`config.mk`:
```
export PLATFORM = sky130hd
export DESIGN_NAME = loop_exit_pred
export DESIGN_NICKNAME = d
export VERILOG_FILES = /design/src/rtl/loop_exit_pred.sv
export SDC_FILE = /design/constraint.sdc
export NUM_CORES = 2
export LEC_CHECK = 0
export BUFFER_PORTS_ARGS = -buffer_cell sky130_fd_sc_hd__buf_2
export CAP_MARGIN = 25
export CORE_ASPECT_RATIO = 1.2
export CORE_MARGIN = 2
export CORE_UTILIZATION = 55
export DETAILED_ROUTE_END_ITERATION = 16
export MAX_ROUTING_LAYER = met4
export PLACE_DENSITY_LB_ADDON = 0.12
export SYNTH_ARGS = -nofsm -noshare
export SYNTH_HDL_FRONTEND = slang
export SYNTH_SLANG_ARGS = --single-unit
```
`constraint.sdc`:
```
create_clock -name clk -period 6.8 [get_ports clk]
set_clock_uncertainty 0.2 [all_clocks]
set_input_delay 0.68 -clock clk [delete_from_list [all_inputs] [get_ports clk]]
set_output_delay 0.68 -clock clk [all_outputs]
set_load 0.005 [all_outputs]
```
`src/rtl/loop_exit_pred.sv`:
```
module loop_exit_pred #(
  parameter int PC_W   = 32,
  parameter int IDX_W  = 5,
  parameter int CNT_W  = 8,
  parameter int CONF_W = 2
) (
  input  logic            clk,
  input  logic            rst_n,
  input  logic [PC_W-1:0] lk_pc,
  output logic            lk_hit,
  output logic            lk_valid,
  output logic            lk_dir,
  input  logic            up_en,
  input  logic [PC_W-1:0] up_pc,
  input  logic            up_taken
);
  localparam int ENTRIES = 1 << IDX_W;
  localparam int TAG_W   = PC_W - IDX_W;
  localparam logic [CNT_W-1:0]  CNT_TOP  = CNT_W'((1 << CNT_W) - 2);
  localparam logic [CONF_W-1:0] CONF_MAX = {CONF_W{1'b1}};

  logic              v_q    [ENTRIES];
  logic [TAG_W-1:0]  tag_q  [ENTRIES];
  logic              dom_q  [ENTRIES];
  logic [CNT_W-1:0]  lim_q  [ENTRIES];
  logic [CNT_W-1:0]  cnt_q  [ENTRIES];
  logic [CONF_W-1:0] conf_q [ENTRIES];

  wire [IDX_W-1:0] lk_idx = lk_pc[IDX_W-1:0];
  wire [TAG_W-1:0] lk_tag = lk_pc[PC_W-1:IDX_W];
  wire             lk_flip = (cnt_q[lk_idx] + 1'b1) == lim_q[lk_idx];

  assign lk_hit   = v_q[lk_idx] && (tag_q[lk_idx] == lk_tag);
  assign lk_dir   = lk_hit && (dom_q[lk_idx] ^ lk_flip);
  assign lk_valid = lk_hit && (conf_q[lk_idx] == CONF_MAX);

  wire [IDX_W-1:0] up_idx   = up_pc[IDX_W-1:0];
  wire [TAG_W-1:0] up_tag   = up_pc[PC_W-1:IDX_W];
  wire             up_hit   = v_q[up_idx] && (tag_q[up_idx] == up_tag);
  wire             up_exit  = up_taken != dom_q[up_idx];
  wire [CNT_W-1:0] up_trip  = cnt_q[up_idx] + 1'b1;
  wire             up_match = up_trip == lim_q[up_idx];

  always_ff @(posedge clk) begin
    if (!rst_n) begin
      for (int i = 0; i < ENTRIES; i++) begin
        v_q[i]    <= 1'b0;
        tag_q[i]  <= '0;
        dom_q[i]  <= 1'b0;
        lim_q[i]  <= '0;
        cnt_q[i]  <= '0;
        conf_q[i] <= '0;
      end
    end else if (up_en) begin
      if (!up_hit) begin
        v_q[up_idx]    <= 1'b1;
        tag_q[up_idx]  <= up_tag;
        dom_q[up_idx]  <= up_taken;
        lim_q[up_idx]  <= '0;
        cnt_q[up_idx]  <= CNT_W'(1);
        conf_q[up_idx] <= '0;
      end else if (!up_exit) begin
        if (cnt_q[up_idx] == CNT_TOP) v_q[up_idx] <= 1'b0;
        else cnt_q[up_idx] <= cnt_q[up_idx] + 1'b1;
      end else begin
        cnt_q[up_idx] <= '0;
        if (up_match) begin
          if (conf_q[up_idx] != CONF_MAX) conf_q[up_idx] <= conf_q[up_idx] + 1'b1;
        end else begin
          lim_q[up_idx]  <= up_trip;
          conf_q[up_idx] <= '0;
        end
      end
    end
  end

  AST_VALID_NEEDS_HIT: assert property (@(posedge clk) disable iff (!rst_n)
    lk_valid |-> lk_hit);

  AST_ALLOC_FILLS: assert property (@(posedge clk) disable iff (!rst_n)
    (up_en && !up_hit) |=> (v_q[$past(up_idx)] && tag_q[$past(up_idx)] == $past(up_tag)
                            && cnt_q[$past(up_idx)] == CNT_W'(1) && conf_q[$past(up_idx)] == '0));

  AST_EXIT_CLEARS_POS: assert property (@(posedge clk) disable iff (!rst_n)
    (up_en && up_hit && up_exit) |=> (cnt_q[$past(up_idx)] == '0));

  AST_MISMATCH_RELEARNS: assert property (@(posedge clk) disable iff (!rst_n)
    (up_en && up_hit && up_exit && !up_match) |=>
      (conf_q[$past(up_idx)] == '0 && lim_q[$past(up_idx)] == $past(up_trip)));

  AST_NO_OVERFLOW: assert property (@(posedge clk) disable iff (!rst_n)
    (up_en && up_hit && !up_exit && cnt_q[up_idx] == CNT_TOP) |=> !v_q[$past(up_idx)]);

  AST_DOM_ADVANCES: assert property (@(posedge clk) disable iff (!rst_n)
    (up_en && up_hit && !up_exit && cnt_q[up_idx] != CNT_TOP) |=>
      (cnt_q[$past(up_idx)] == $past(cnt_q[up_idx]) + 1'b1));
endmodule

```
# Word level (Yosys, flattened, before mapping)
# Memory sizes are Yosys's and may differ from the RTL's.
# Index checks and enable logic that the tools add are counted.
[op_classes] n_addsub=3 eq_ne=8 mux=59 bitwise=7 reduce_logical=10
[ops] op="$eq A27 B27 Y1" n=2
[ops] op="$mux W1" n=44
[ops] op="$mux W8" n=5
[ops] op="$mux W5" n=6
[ops] op="$mux W27" n=1
[ops] op="$reduce_or A27 Y1" n=1
[ops] op="$add A8 B1 Y8 const B" n=2
[ops] op="$eq A8 B8 Y1" n=2
[ops] op="$reduce_or A8 Y1" n=2
[ops] op="$eq A8 B8 Y1 const B" n=1
[ops] op="$mux W2" n=3
[ops] op="$or A1 B1 Y1" n=6
[ops] op="$logic_and A1 B1 Y1" n=4
[ops] op="$add A2 B1 Y2 const B" n=1
[ops] op="$eq A2 B2 Y1 const B" n=1
[ops] op="$ne A2 B2 Y1 const B" n=1
[ops] op="$reduce_or A1 Y1" n=2
[ops] op="$reduce_or A2 Y1" n=1
[ops] op="$ne A1 B1 Y1" n=1
[ops] op="$xor A1 B1 Y1" n=1
[totals] ff_bits=0 mem_bits_rw=1504 in_bits=68 out_inout_bits=3 elab_cells=93 memories=6
[memory_table] memory="tag_q" words=32 width=27 read_ports=2 rd_clocked_by_memory_dff=0 write_ports=32 line="23" text="logic [TAG_W-1:0] tag_q [ENTRIES];"
[memory_table] memory="cnt_q" words=32 width=8 read_ports=2 rd_clocked_by_memory_dff=0 write_ports=32 line="26" text="logic [CNT_W-1:0] cnt_q [ENTRIES];"
[memory_table] memory="lim_q" words=32 width=8 read_ports=2 rd_clocked_by_memory_dff=0 write_ports=32 line="25" text="logic [CNT_W-1:0] lim_q [ENTRIES];"
[memory_table] memory="conf_q" words=32 width=2 read_ports=2 rd_clocked_by_memory_dff=0 write_ports=32 line="27" text="logic [CONF_W-1:0] conf_q [ENTRIES];"
[memory_table] memory="dom_q" words=32 width=1 read_ports=2 rd_clocked_by_memory_dff=0 write_ports=32 line="24" text="logic dom_q [ENTRIES];"
[memory_table] memory="v_q" words=32 width=1 read_ports=2 rd_clocked_by_memory_dff=0 write_ports=32 line="22" text="logic v_q [ENTRIES];"

# Logic depth before layout (Yosys ltp)
# An unclocked memory read counts as a cell.
[logic_depth] ltp_word=13 mapped_depth=20 depth_no_buf=13

# Worst setup path after synthesis
# No wires, ideal clock.
[synth_timing] kind="input -> register" startpoint="in up_pc[0]" endpoint="mem lim_q[24][0], enable pin" setup_ns=0.384 arrival_ns=4.797 required_time_ns=6.216 slack_ns=1.419 path_stages=20 path_cell_list="buf_2 -> buf_6 -> buf_4 -> buf_4 -> buf_4 -> buf_4 -> mux2i_1 -> o22ai_1 -> nor4_1 -> nand2_1 -> ha_1 -> or4_1 -> o2111ai_1 -> o31ai_1 -> nand4_1 -> nand4b_1 -> buf_2 -> nand2_1 -> clkbuf_1 -> o21ai_0"
[synth_rtl] item="start, declared" line="14" text="input logic [PC_W-1:0] up_pc,"
[synth_rtl] item="end, declared" line="25"

==> out/summary.md <==
The run finished with clean final reports. For this design the top-level I/O count stands at 71. The H-tree depth is 4. Sort of element at the end of the critical path: a flip-flop. The count of warnings emitted by yosys was 0.

Average wire length per cell after detail routing: 40.8 microns. The horizontal extent of the die works out to 354 microns. The kind of start point of the critical path was a primary input. For the finished layout, the period the worst path requires is 6.64 ns.

For this run, design rule violations remaining after detail routing come to 0. Of all flip-flops after synthesis, the portion carrying an async set or reset was 0%. Summing all placed instances gives a cell area of 85800 sq um. The run gives 81000 sq um as the area of the mapped netlist. The net count of the finished layout is 6457. The logs give 0 for the final max-slew violation count and 44500 sq um for the area occupied by registers. Counting flops and latches in the post-synthesis netlist gives 1504. Summing the areas of all fa, ha and maj instances in the mapped netlist gives 0.0618% of the synthesized area. The logs give 55.3% for the initial standard-cell utilization of the core and 72 for the distinct cell type count of the synthesized netlist.

The part of the cycle the worst path needs was 97.6%. The multi-input combinational cells in the finished layout cover a total of 33900 sq um. Summing the sequential cell areas from Yosys gives 55.0% of the chip area.

Derived from the worst setup path, the maximum achievable clock frequency is 151 MHz. With fillers left out, the area of the finished cells amounts to 90900 sq um. The run gives 0 as the number of buffers inserted by post-CTS setup repair. For this design the static power due to leakage is 32.7 nW. The min-delay analysis places its worst path in the category in -> reg. Max-cap violations in this run came to 0. Of all nets on the critical path, the largest fanout is 30.

The routability-driven placement congestion ratio was 1.05. Global routing consumed, over all layers together, 47.1% of the routing resources. The worst pin sits at a relative slew slack of 22.7%.

Share of layout cells above drive strength 1: 20.3%. STA puts the critical path data required time at 7.20 ns. Wires add up to 346 mm.

The layout has 11496 filler cells. Before CTS, the worst setup slack after placement is -0.373 ns. The later pin in the worst-skew pair is clocked with a latency of 0.86 ns. Summing the areas of all compound-gate instances in the mapped netlist gives 6.03% of the synthesized area. The clock transition at the registers of the reported paths was 0.06 ns.

In this run the mean area of a mapped cell was 12.8 sq um. Synthesized netlist net count: 6400. The clock passes through at most 3 buffers. The total overflow left after global routing is 0. The number of vias after detailed routing came out at 61814. Counting instances, the worst hold path has a depth of 2. After synthesis, the largest family of logic cells by area is multiplexers. After floorplanning, the core was sized to cover 146000 sq um. The y dimension of the die is 424 microns, and the count of mapped cells out of synthesis is 6328.

The worst register-to-register path has a depth of 14. The post-synthesis share of cell area spent on and, or, nand and nor gates came out at 13.8%. TritonCTS built the clock tree. In this run the tool buffered the top-level ports with 70 buffer cells.

The HPWL after detailed placement was 229 mm; the die outline area was 150000 sq um. After layout, the worst setup slack is 0.162 ns. The wire length of the first global-routing pass was 472 mm. Setup repair after global routing left no endpoint under its margin. The root buffer cell chosen for the clock tree is clkbuf_16. The number of hold-slack violations in the final timing report is 0. The largest net degree at the start of global routing was 83.

In the synthesized netlist the dominant register cell turns out to be edfxtp_1. For the post-route antenna net violation count, the log shows 0. Compared with the post-synthesis result, the final layout area differs by 12.3%. Power spread over the standard cell area amounts to 244 nW/um^2.

The total of hold buffers inserted after clock tree synthesis is 0, and the first-pass detailed-route iteration total is 8. Setup violations remaining at the end of the flow were counted as 0. After detailed routing, the number of vias per cell comes to 7.28. The synthesized netlist devotes 0.593% of its cell area to XOR and XNOR gates. The number of rows created at floorplan was 154; the number of enable flip-flop cells after synthesis was 1440. The measured slew at the worst slew-check pin was 1.16 ns. In this run, post-CTS repair resized a total of 0 instances. The mux cell area share after synthesis is 20.7%, and the arrival time at the worst endpoint is 7.04 ns. The class of the most critical setup path was in -> reg. Across the VDD grid, the largest voltage drop is 0.305 mV. The first routing iteration left 10415 violations. The tools report the number of global-route vias before repair as 59926. The initial antenna violation count came out at 30. CTS saw 1504 sinks. TritonCTS created 155 clock buffers.
[through the flow]
step | cells | utilization, % | setup TNS, ns | power, mW | hold slack, ns
after floorplan | 6328 | - | 0 | 12.4 | 0.254
after global placement | 8147 | 58.5 | -170.59 | 13.7 | 0.267
after detailed placement | 8166 | 58.6 | -202.53 | 13.7 | 0.275
after CTS | 8445 | 61.9 | 0 | 22.0 | 0.0630
after global routing | 8477 | 62.1 | 0 | 22.6 | 0.0690
final | 8489 | 62.1 | 0 | 22.2 | 0.0836
[final cells by class]
cell class                 instances  share of cell area [%]
antenna                           32                  0.0881
clock inverter                    78                   0.699
multi-input combinational       4143                    37.2
clock buffer                     201                    4.71
tap                             1950                    2.68
inverter                          44                   0.186
timing repair buffer             537                    5.43
sequential                      1504                    49.0
[flip-flops by register name, indices dropped and copies added (netlist names)]
signal	count
dom_q	32
cnt_q	256
tag_q	864
v_q	32
lim_q	256
conf_q	64
[cells by family after synthesis]
family                   count (synthesis)
AND/OR/NAND/NOR                       2113
flip-flops                            1504
multiplexers                          1185
AO/OA/AOI/OAI                          791
buffers and inverters                  681
XOR/XNOR                                50
adder cells (fa/ha/maj)                  4
[power breakdown]
group | total [mW] | internal [mW] | switching [mW]
Clock | 8.55 | 4.78 | 3.77
Sequential | 10.8 | 10.6 | 0.245
Combinational | 2.86 | 1.03 | 1.83
[worst max-delay path, stage by stage]
cell and delay [ns]:
buf_2 0.58, or4b_4 0.77, buf_4 0.33, o22ai_1 0.11
nor4_1 0.85, a21oi_1 0.36, nor4_1 0.72, buf_4 0.23
nand4_1 0.24, nor4_4 0.39, buf_4 0.21, buf_12 0.29
nor2_4 0.16, nor2b_1 0.58, o21ai_0 0.23, buf_4 0.24
[per-layer routing]
layer | GRT usage [%] | vias up | part of all wire (%)
li1 | - | 24149 | -
met1 | 55.4 | 30638 | 33
met2 | 68.2 | 5455 | 44
met3 | 12.0 | 1572 | 13
met4 | 39.5 | 0 | 10
met5 | - | - | 0
[cells in the final DEF (no fill, tap or decap), drive strengths merged, types with 61 or more instances in the layout]
master,count
nor2,596
o22ai,363
nor4,93
clkbuf,201
a22oi,65
o21ai,159
clkinv,61
a21oi,108
mux2i,754
mux4,390
nor3,203
and2,783
nand2,185
nand3,72
dfxtp,64
edfxtp,1440
buf,537
[synthesized netlist by cell type, types with 7 or more instances]
library cell	count	share of area, %
clkbuf_1	379	1.8
a22oi_1	65	0.60
buf_2	116	0.72
nand2b_1	19	0.15
mux4_2	390	11
o2111ai_1	7	0.076
o211ai_1	10	0.093
nor2b_1	51	0.39
nor4_1	92	0.71
edfxtp_1	1440	53
and2_1	783	6.0
buf_6	20	0.28
or3_1	8	0.062
nor2_2	30	0.23
nor2_1	566	2.6
or4_1	14	0.13
a21oi_1	108	0.67
dfxtp_1	64	1.6
nor3_1	203	1.3
mux2i_1	754	9.3
o22ai_1	363	2.8
buf_1	61	0.28
nor3b_1	8	0.074
buf_4	61	0.57
nand4_1	13	0.10
nand3_1	72	0.44
xor2_1	14	0.15
and3b_1	7	0.076
a211oi_1	15	0.14
a22o_1	22	0.24
xnor2_1	33	0.36
mux2_2	41	0.57
and3_1	20	0.15
inv_1	41	0.19
o21ai_0	156	0.96
nand2_1	185	0.86
[path summary, 6_finish.rpt]
| kind | to | from | slack [ns] |
|---|---|---|---|
| max | lim_q[20][6]$_SDFFCE_PN0P_ | up_pc[3] | 0.16 |
| min | tag_q[17][24]$_SDFFCE_PN0P_ | up_pc[29] | 0.08 |
| max reg2reg | lim_q[20][6]$_SDFFCE_PN0P_ | tag_q[25][5]$_SDFFCE_PN0P_ | 0.89 |
| min reg2reg | dom_q[23]$_DFF_P_ | dom_q[23]$_DFF_P_ | 0.29 |
Power figures use the tool's default switching activity.
